## src/rtl/atx_pkg.sv

```systemverilog
package atx_pkg;

  typedef enum logic [2:0] {
    OP_NONE   = 3'd0,
    OP_FIRST  = 3'd1,
    OP_CONT   = 3'd2,
    OP_COMMIT = 3'd3,
    OP_BURST  = 3'd4
  } host_op_e;

  localparam logic [7:0] ADR_FIRST  = 8'h80;
  localparam logic [7:0] ADR_CONT   = 8'h84;
  localparam logic [7:0] ADR_COMMIT = 8'h8C;
  localparam logic [7:0] ADR_BURST  = 8'hA0;

endpackage

```

## src/rtl/atx_host_decode.sv

```systemverilog
module atx_host_decode
  import atx_pkg::*;
#(
  parameter int ADDR_W = 8
) (
  input  logic              clk,
  input  logic              rst,
  input  logic              cs_n,
  input  logic [ADDR_W-1:0] addr,
  output host_op_e          op,
  output host_op_e          prev_op,
  output logic              ack_n
);

  host_op_e dec_op;

  // Address decode; unknown addresses take no action.
  always_comb begin
    case (addr[7:0])
      ADR_FIRST:  dec_op = OP_FIRST;
      ADR_CONT:   dec_op = OP_CONT;
      ADR_COMMIT: dec_op = OP_COMMIT;
      ADR_BURST:  dec_op = OP_BURST;
      default:    dec_op = OP_NONE;
    endcase
    if (ADDR_W > 8 && (addr >> 8) != '0) dec_op = OP_NONE;
  end

  assign op = cs_n ? OP_NONE : dec_op;

  always_ff @(posedge clk) begin
    if (rst) begin
      prev_op <= OP_NONE;
      ack_n   <= 1'b1;
    end else begin
      prev_op <= op;
      ack_n   <= cs_n;
    end
  end

  AST_ACK_TRAILS_CS: assert property (@(posedge clk) disable iff (rst)
    1'b1 |=> (ack_n == $past(cs_n)));

endmodule

```

## src/rtl/atx_entry_ram.sv

```systemverilog
module atx_entry_ram #(
  parameter int DEPTH = 8,
  parameter int EW    = 33,
  localparam int AW   = $clog2(DEPTH)
) (
  input  logic          clk,
  input  logic          we,
  input  logic [AW-1:0] waddr,
  input  logic [EW-1:0] wdata,
  input  logic          re,
  input  logic [AW-1:0] raddr,
  output logic [EW-1:0] rdata
);

  logic [EW-1:0] mem [DEPTH];

  always_ff @(posedge clk) begin
    if (we) mem[waddr] <= wdata;
  end

  always_ff @(posedge clk) begin
    if (re) rdata <= mem[raddr];
  end

endmodule

```

## src/rtl/atx_frame_ctrl.sv

```systemverilog
module atx_frame_ctrl
  import atx_pkg::*;
#(
  parameter int DEPTH = 8,
  localparam int AW   = $clog2(DEPTH),
  localparam int PW   = AW + 1
) (
  input  logic          clk,
  input  logic          rst,
  input  logic          clr,
  input  host_op_e      op,
  input  host_op_e      prev_op,
  input  logic          pop,
  input  logic          rd_first,
  output logic          we,
  output logic [AW-1:0] waddr,
  output logic          wflag,
  output logic          re,
  output logic [AW-1:0] raddr,
  output logic          pop_valid,
  output logic          fifo_empty,
  output logic          arb_req,
  output logic          bad,
  output logic          ovf,
  output logic [PW-1:0] pkt_cnt
);

  localparam logic [PW-1:0] DEPTH_P = PW'(DEPTH);

  logic [PW-1:0] wptr, rptr, cptr;
  logic          pkt_open;

  logic [PW-1:0] used;
  logic          full, avail;
  logic          burst_end, open_eff;
  logic          w_store, w_flag, w_err, w_open, w_close, w_commit;
  logic          acc, drop, end_commit, cnt_inc, cnt_dec, underflow;

  assign used  = wptr - rptr;
  assign full  = (used == DEPTH_P);
  assign avail = (cptr != rptr);

  // An A0h run ends on the first cycle that is not another A0h word.
  assign burst_end = (prev_op == OP_BURST) && (op != OP_BURST);
  assign open_eff  = pkt_open && !burst_end;

  always_comb begin
    w_store  = 1'b0;
    w_flag   = 1'b0;
    w_err    = 1'b0;
    w_open   = 1'b0;
    w_close  = 1'b0;
    w_commit = 1'b0;
    case (op)
      OP_FIRST: begin
        if (open_eff) w_err = 1'b1;
        else begin
          w_store = 1'b1;
          w_flag  = 1'b1;
          w_open  = 1'b1;
        end
      end
      OP_CONT: begin
        if (!open_eff) w_err = 1'b1;
        else w_store = 1'b1;
      end
      OP_COMMIT: begin
        if (open_eff) begin
          w_store  = 1'b1;
          w_close  = 1'b1;
          w_commit = 1'b1;
        end else if (prev_op == OP_COMMIT) begin
          w_store  = 1'b1;
          w_commit = 1'b1;
        end else begin
          w_err = 1'b1;
        end
      end
      OP_BURST: begin
        if (prev_op != OP_BURST) begin
          if (open_eff) w_err = 1'b1;
          else begin
            w_store = 1'b1;
            w_flag  = 1'b1;
            w_open  = 1'b1;
          end
        end else begin
          w_store = 1'b1;
        end
      end
      default: ;
    endcase
  end

  assign acc        = w_store && !full && !bad;
  assign drop       = w_store && full && !bad;
  assign end_commit = burst_end && pkt_open && !bad;
  assign cnt_inc    = end_commit || (acc && w_close);
  assign cnt_dec    = pop_valid && rd_first;
  assign underflow  = pop && !avail && !bad;

  assign we    = acc;
  assign waddr = wptr[AW-1:0];
  assign wflag = w_flag;
  assign re    = pop && avail && !bad;
  assign raddr = rptr[AW-1:0];

  always_ff @(posedge clk) begin
    if (rst || clr) begin
      wptr      <= '0;
      rptr      <= '0;
      cptr      <= '0;
      pkt_open  <= 1'b0;
      bad       <= 1'b0;
      ovf       <= 1'b0;
      pkt_cnt   <= '0;
      pop_valid <= 1'b0;
    end else begin
      pop_valid <= re;
      pkt_cnt   <= pkt_cnt + PW'(cnt_inc) - PW'(cnt_dec);
      if (end_commit) begin
        cptr     <= wptr;
        pkt_open <= 1'b0;
      end
      if (acc) begin
        wptr <= wptr + 1'b1;
        if (w_open)   pkt_open <= 1'b1;
        if (w_close)  pkt_open <= 1'b0;
        if (w_commit) cptr <= wptr + 1'b1;
      end
      if (drop) ovf <= 1'b1;
      if (re) rptr <= rptr + 1'b1;
      if ((w_err && !bad) || underflow) bad <= 1'b1;
    end
  end

  assign fifo_empty = !avail;
  assign arb_req    = (pkt_cnt != '0) && !bad;

  AST_NO_OVERFLOW: assert property (@(posedge clk) disable iff (rst)
    (wptr - rptr) <= DEPTH_P);

  AST_RELEASED_WITHIN_WRITTEN: assert property (@(posedge clk) disable iff (rst)
    (cptr - rptr) <= (wptr - rptr));

  AST_LOCK_HOLDS: assert property (@(posedge clk) disable iff (rst)
    (bad && !clr) |=> bad);

  AST_LOCK_FREEZES_WRITES: assert property (@(posedge clk) disable iff (rst)
    (bad && !clr) |=> $stable(wptr));

  AST_CLEAR_EMPTIES: assert property (@(posedge clk) disable iff (rst)
    clr |=> (!avail && !bad && !ovf && pkt_cnt == '0));

endmodule

```

## src/rtl/atx_fifo_loader.sv

```systemverilog
module atx_fifo_loader
  import atx_pkg::*;
#(
  parameter int DEPTH  = 8,
  parameter int ADDR_W = 8,
  parameter int DATA_W = 32,
  localparam int AW    = $clog2(DEPTH),
  localparam int PW    = AW + 1,
  localparam int EW    = DATA_W + 1
) (
  input  logic              clk,
  input  logic              rst,
  input  logic              host_cs_n,
  input  logic [ADDR_W-1:0] host_addr,
  input  logic [DATA_W-1:0] host_wdata,
  output logic              host_ack_n,
  input  logic              fifo_clr,
  input  logic              pop,
  output logic              pop_valid,
  output logic [DATA_W-1:0] pop_data,
  output logic              pop_first,
  output logic              fifo_empty,
  output logic              arb_req,
  output logic              bad_tx_irq,
  output logic              overflow,
  output logic [PW-1:0]     pkt_count
);

  host_op_e      op, prev_op;
  logic          we, re, wflag;
  logic [AW-1:0] waddr, raddr;
  logic [EW-1:0] rdata;

  atx_host_decode #(.ADDR_W(ADDR_W)) u_dec (
    .clk     (clk),
    .rst     (rst),
    .cs_n    (host_cs_n),
    .addr    (host_addr),
    .op      (op),
    .prev_op (prev_op),
    .ack_n   (host_ack_n)
  );

  atx_frame_ctrl #(.DEPTH(DEPTH)) u_ctrl (
    .clk        (clk),
    .rst        (rst),
    .clr        (fifo_clr),
    .op         (op),
    .prev_op    (prev_op),
    .pop        (pop),
    .rd_first   (rdata[DATA_W]),
    .we         (we),
    .waddr      (waddr),
    .wflag      (wflag),
    .re         (re),
    .raddr      (raddr),
    .pop_valid  (pop_valid),
    .fifo_empty (fifo_empty),
    .arb_req    (arb_req),
    .bad        (bad_tx_irq),
    .ovf        (overflow),
    .pkt_cnt    (pkt_count)
  );

  atx_entry_ram #(.DEPTH(DEPTH), .EW(EW)) u_ram (
    .clk   (clk),
    .we    (we),
    .waddr (waddr),
    .wdata ({wflag, host_wdata}),
    .re    (re),
    .raddr (raddr),
    .rdata (rdata)
  );

  assign pop_data  = rdata[DATA_W-1:0];
  assign pop_first = rdata[DATA_W];

  AST_POP_ONLY_RELEASED: assert property (@(posedge clk) disable iff (rst)
    pop_valid |-> $past(!fifo_empty));

  AST_ARB_NEEDS_PACKET: assert property (@(posedge clk) disable iff (rst)
    (arb_req && !fifo_clr && !pop_valid) |=> (pkt_count != '0) || bad_tx_irq);

endmodule

```

## config.mk

```make
export PLATFORM = sky130hd
export DESIGN_NAME = atx_fifo_loader
export DESIGN_NICKNAME = d
export VERILOG_FILES = /design/src/rtl/atx_pkg.sv /design/src/rtl/atx_host_decode.sv /design/src/rtl/atx_entry_ram.sv /design/src/rtl/atx_frame_ctrl.sv /design/src/rtl/atx_fifo_loader.sv
export SDC_FILE = /design/constraint.sdc
export NUM_CORES = 1
export LEC_CHECK = 0
export ABC_AREA = 1
export ABC_CLOCK_PERIOD_IN_PS = 4200
export BUFFER_PORTS_ARGS = -buffer_cell sky130_fd_sc_hd__clkbuf_2
export CAP_MARGIN = 10
export CORE_AREA = 2 2 182 167
export DETAILED_ROUTE_END_ITERATION = 7
export DIE_AREA = 0 0 184 169
export PLACE_DENSITY = 0.71
export RECOVER_POWER = 50
export SYNTH_ARGS = -nofsm -noshare
export SYNTH_HDL_FRONTEND = slang
export SYNTH_SLANG_ARGS = --single-unit
```

## constraint.sdc

```tcl
create_clock -name clk -period 4.2 [get_ports clk]
set_input_delay 0.42 -clock clk [delete_from_list [all_inputs] [get_ports clk]]
set_output_delay 0.42 -clock clk [all_outputs]
set_load 0.02 [all_outputs]
```

==> impl_results.md <==
* Outcome: finished with violations
* Failing checks: max-capacitance violations, max-slew violations
* Via count at 8216
* Ratio of cells with drive above 1 in the final layout at 10.42%
* PwrDens at 435.4 nW/µm²
* Worst path cell trace: ha_1 > inv_1 > o21bai_1 > a21oi_1 > xor2_1 > nand2_1 > nand3_4 > inv_4 > nand2_4 > nor3_4 > buf_4
* Slowest cell on the critical path: dfxtp_1
* DRC Markers at 0
* Multi-input gate area at 3179 µm²
* WL final at 27210 µm
* First-pass GRT wire length at 43210 µm
* Worst-path clk slew at 0.06 ns
* Setup Skew at 0.01855 ns
* Sequential power share at 54.1%
* FILL cells at 2564
* Final Cell Area at 14790 µm²
* Combinational cell fraction of total power at 1.3%
* Largest fanout on the critical path at 14
* Adder-Cell Fraction of Synth Area at 1.119%
* Sw Share at 19.12%
* TritonCTS clock tree: done
* Post-Synth XOR/XNOR Area at 0.6080%
* Crit path time final at 3.355 ns
* Reg2reg end: u_ram.mem[2][12]$_DFFE_PP_
* Worst IR Drop VDD at 0.0003264 V
* Detailed Route Iter0 Violations at 845
* I/O Buffers at 87
* Critical setup path kind: reg2reg
* Die Height at 169 µm
* Period utilization at 79.89%
* Synth top area cells: edfxtp_1 (69%), nor2_1 (7.7%), o21ai_0 (5.3%)
* Vias in the first global route at 8124
* Core area at 29280 µm²
* ANT cells at 0
* Slew @ Worst Pin at 1.571 ns
* Netlist cell types at 37
* Cts repair resizes at 0
* CP Buf/Inv Count at 3
* Slew Limit Fails at 71
* Antenna violations before repair at 0
* Syn_area_per_cell at 12.32 µm²
* Register area at 9403 µm²
* Grt total ovfl at 0
* Largest area contributor in the netlist: edfxtp_1
* Synth warn at 0
* #FFs+latches synth at 321
* Vias/cell at 5.359
* Max Buffers Root-to-Sink at 3
* Dpl hpwl at 15520 µm
* Crit. Startpoint: u_ctrl.wptr[1]$_SDFFE_PP0P_
* Synth top area share at 68.79%
* Crit start category: flip-flop
* I/O Pins at 88
* Top delay family on crit path: simple AND/OR/NAND/NOR gates
* Clock share of power at 44.6%
* Nature of the critical path endpoint: flip-flop
* # nets final at 1195
* Worst skew pair latency at 0.51 ns
* DP Area at 13860 µm²
* Static Leak at 4.993 nW
* Number of stages on the worst setup path at 11
* Largest net degree at the start of global routing at 105
* Synth Area in Simple Gates at 13.15%
* Routability cong. at 0.8289
* Crit path largest cell delay at 0.70 ns
* Die Wd at 184 µm
* Gr usage total at 17.62%
* Flop2flop setup slack at 0.84 ns
* Mapped Area at 12960 µm²
* Mux share of post-synthesis cell area at 0%
* H-tree Lvls at 2
* Final hold vios at 0
* Required time worst endpoint at 4.38 ns
* Worst reg2reg path depth at 11
* Post-synthesis sequential area ratio at 72.50%
* Sw power at 1.231 mW
* Clock root buffer master: clkbuf_16
* Largest family of logic cells by synthesized area: simple AND/OR/NAND/NOR gates
* Maximum clock frequency at 0.2980 GHz
* Arrival @ worst endpoint at 3.54 ns
* RSZ-0062 raised after global routing: no
* Antenna-violating nets left at 0
* Setup TNS at 0 ns
* Crit Reg-Reg Startpoint: u_ctrl.wptr[1]$_SDFFE_PP0P_
* Area delta synth->final at 14.05%
* Hold Path Class: in2reg
* Max transition margin at -4.760%
* Num CTS Buffers at 34
* Max cap viols at 1
* Die area at 31100 µm²
* Num rows at 60
* Post-DR wirelength/cell at 17.75 µm
* DR pass1 iterations at 5
* Worst setup path endpoint: u_ram.mem[2][12]$_DFFE_PP_
* Cts hold-fix bufs at 0
* Pint at 5.207 mW
* Post-Syn Instances at 1052
* Post-CTS setup buffers at 0
* Final Setup Violations at 0
* Synthesized Nets at 1108
* Starting Density at 44.28%
* CTS sink count at 321
* Synth Area in Compound Gates at 9.477%
==> worst reg2reg max path: stages, from the launching register on <==
cell and delay, ns:
dfxtp_1 0.70, ha_1 0.37, inv_1 0.06, o21bai_1 0.09
a21oi_1 0.19, xor2_1 0.11, nand2_1 0.31, nand3_4 0.16
inv_4 0.11, nand2_4 0.09, nor3_4 0.47, buf_4 0.36
==> synth_stat cells, drive strengths merged <==
cell and n:
edfxtp 297, nor2 275, o21ai 139, nand2 65
inv 48, clkbuf 43, a31oi 35, o22ai 33
dfxtp 24, nand3 21, a21oi 12, buf 12
nand4 12, ha 10, xor2 9, nor3 8
o21bai 2, or2 2, a211oi 1, clkinv 1
fa 1, nand3b 1, o211a 1
==> placed cells by master (no fill, tap or decap), types with 11 or more instances in the layout <==
master	n
a21oi_1	12
a31oi_1	35
buf_4	17
clkbuf_1	83
clkbuf_16	35
clkbuf_2	11
dfxtp_1	23
edfxtp_1	297
inv_1	36
nand2_1	55
nand3_1	15
nand4_1	12
nor2_1	267
o21ai_0	139
o22ai_1	33
==> registers in the layout, summed over array words and instances (netlist names) <==
register	flops
u_ctrl.bad	1
u_ctrl.pkt_open	1
u_ram.mem	264
u_dec.prev_op	3
u_dec.ack_n	1
u_ctrl.wptr	4
u_ctrl.pkt_cnt	4
u_ctrl.cptr	4
u_ram.rdata	33
u_ctrl.rptr	4
u_ctrl.ovf	1
u_ctrl.pop_valid	1
==> worst min-delay path by stage <==
stage	cells past startpoint	endpoint	from
final	2	u_dec.prev_op[0]$_SDFF_PP0_	rst
after detailed placement	2	u_ctrl.ovf$_SDFFE_PP0P_	u_ctrl.ovf$_SDFFE_PP0P_
after global placement	2	u_ctrl.ovf$_SDFFE_PP0P_	u_ctrl.ovf$_SDFFE_PP0P_
after floorplan	2	u_ctrl.wptr[3]$_SDFFE_PP0P_	u_ctrl.wptr[3]$_SDFFE_PP0P_
after CTS	2	u_dec.prev_op[0]$_SDFF_PP0_	rst
after global routing	2	u_dec.prev_op[2]$_SDFF_PP0_	rst
==> through the flow <==
stage	std cells	hold WS, ns	total power [mW]	util, %	setup slack, ns
after floorplan	1052	0.4658	3.579	-	0.7149
after global placement	1475	0.4525	3.637	47.33	0.9246
after detailed placement	1475	0.4538	3.641	47.33	0.8269
after CTS	1533	0.1252	6.486	50.95	0.7975
after global routing	1533	0.1577	6.618	50.50	0.5687
final	1533	0.1429	6.438	50.50	0.8447
==> layout make-up <==
cell class              instances  share of cell area (%)
flip-flops and latches        321                   63.59
clock buffers                  41                   6.075
well taps                     372                   3.148
clock inverters                17                   1.092
inverters                      49                   1.269
repair buffers                106                   3.325
multi-input cells             627                   21.50
==> cell families (layout without fill, tap and decap cells) <==
logic type,after synthesis,count (layout)
buf+inv,104,213
fa+ha+maj,11,11
compound gates,223,223
xor+xnor,9,9
flops,321,321
simple gates,384,384
==> metal layers <==
metal / GRT usage [%] / wire length (µm) / vias to the layer above
li1: - / - / 3928
met1: 24.29 / 12100 / 3963
met2: 28.74 / 12770 / 280
met3: 3.034 / 1852 / 45
met4: 5.461 / 491 / 0
met5: 0 / 0 / -
==> power by group through the flow <==
| stage | clock [mW] | combinational, mW | sequential, mW |
|---|---|---|---|
| finish | 2.87 | 0.0820 | 3.48 |
| global route | 3.04 | 0.0918 | 3.48 |
| CTS | 2.91 | 0.0889 | 3.48 |
| detailed placement | 0 | 0.0888 | 3.55 |
| global placement | 0 | 0.0852 | 3.55 |
| floorplan | 0 | 0.0246 | 3.55 |
Power figures use the tool's default switching activity.
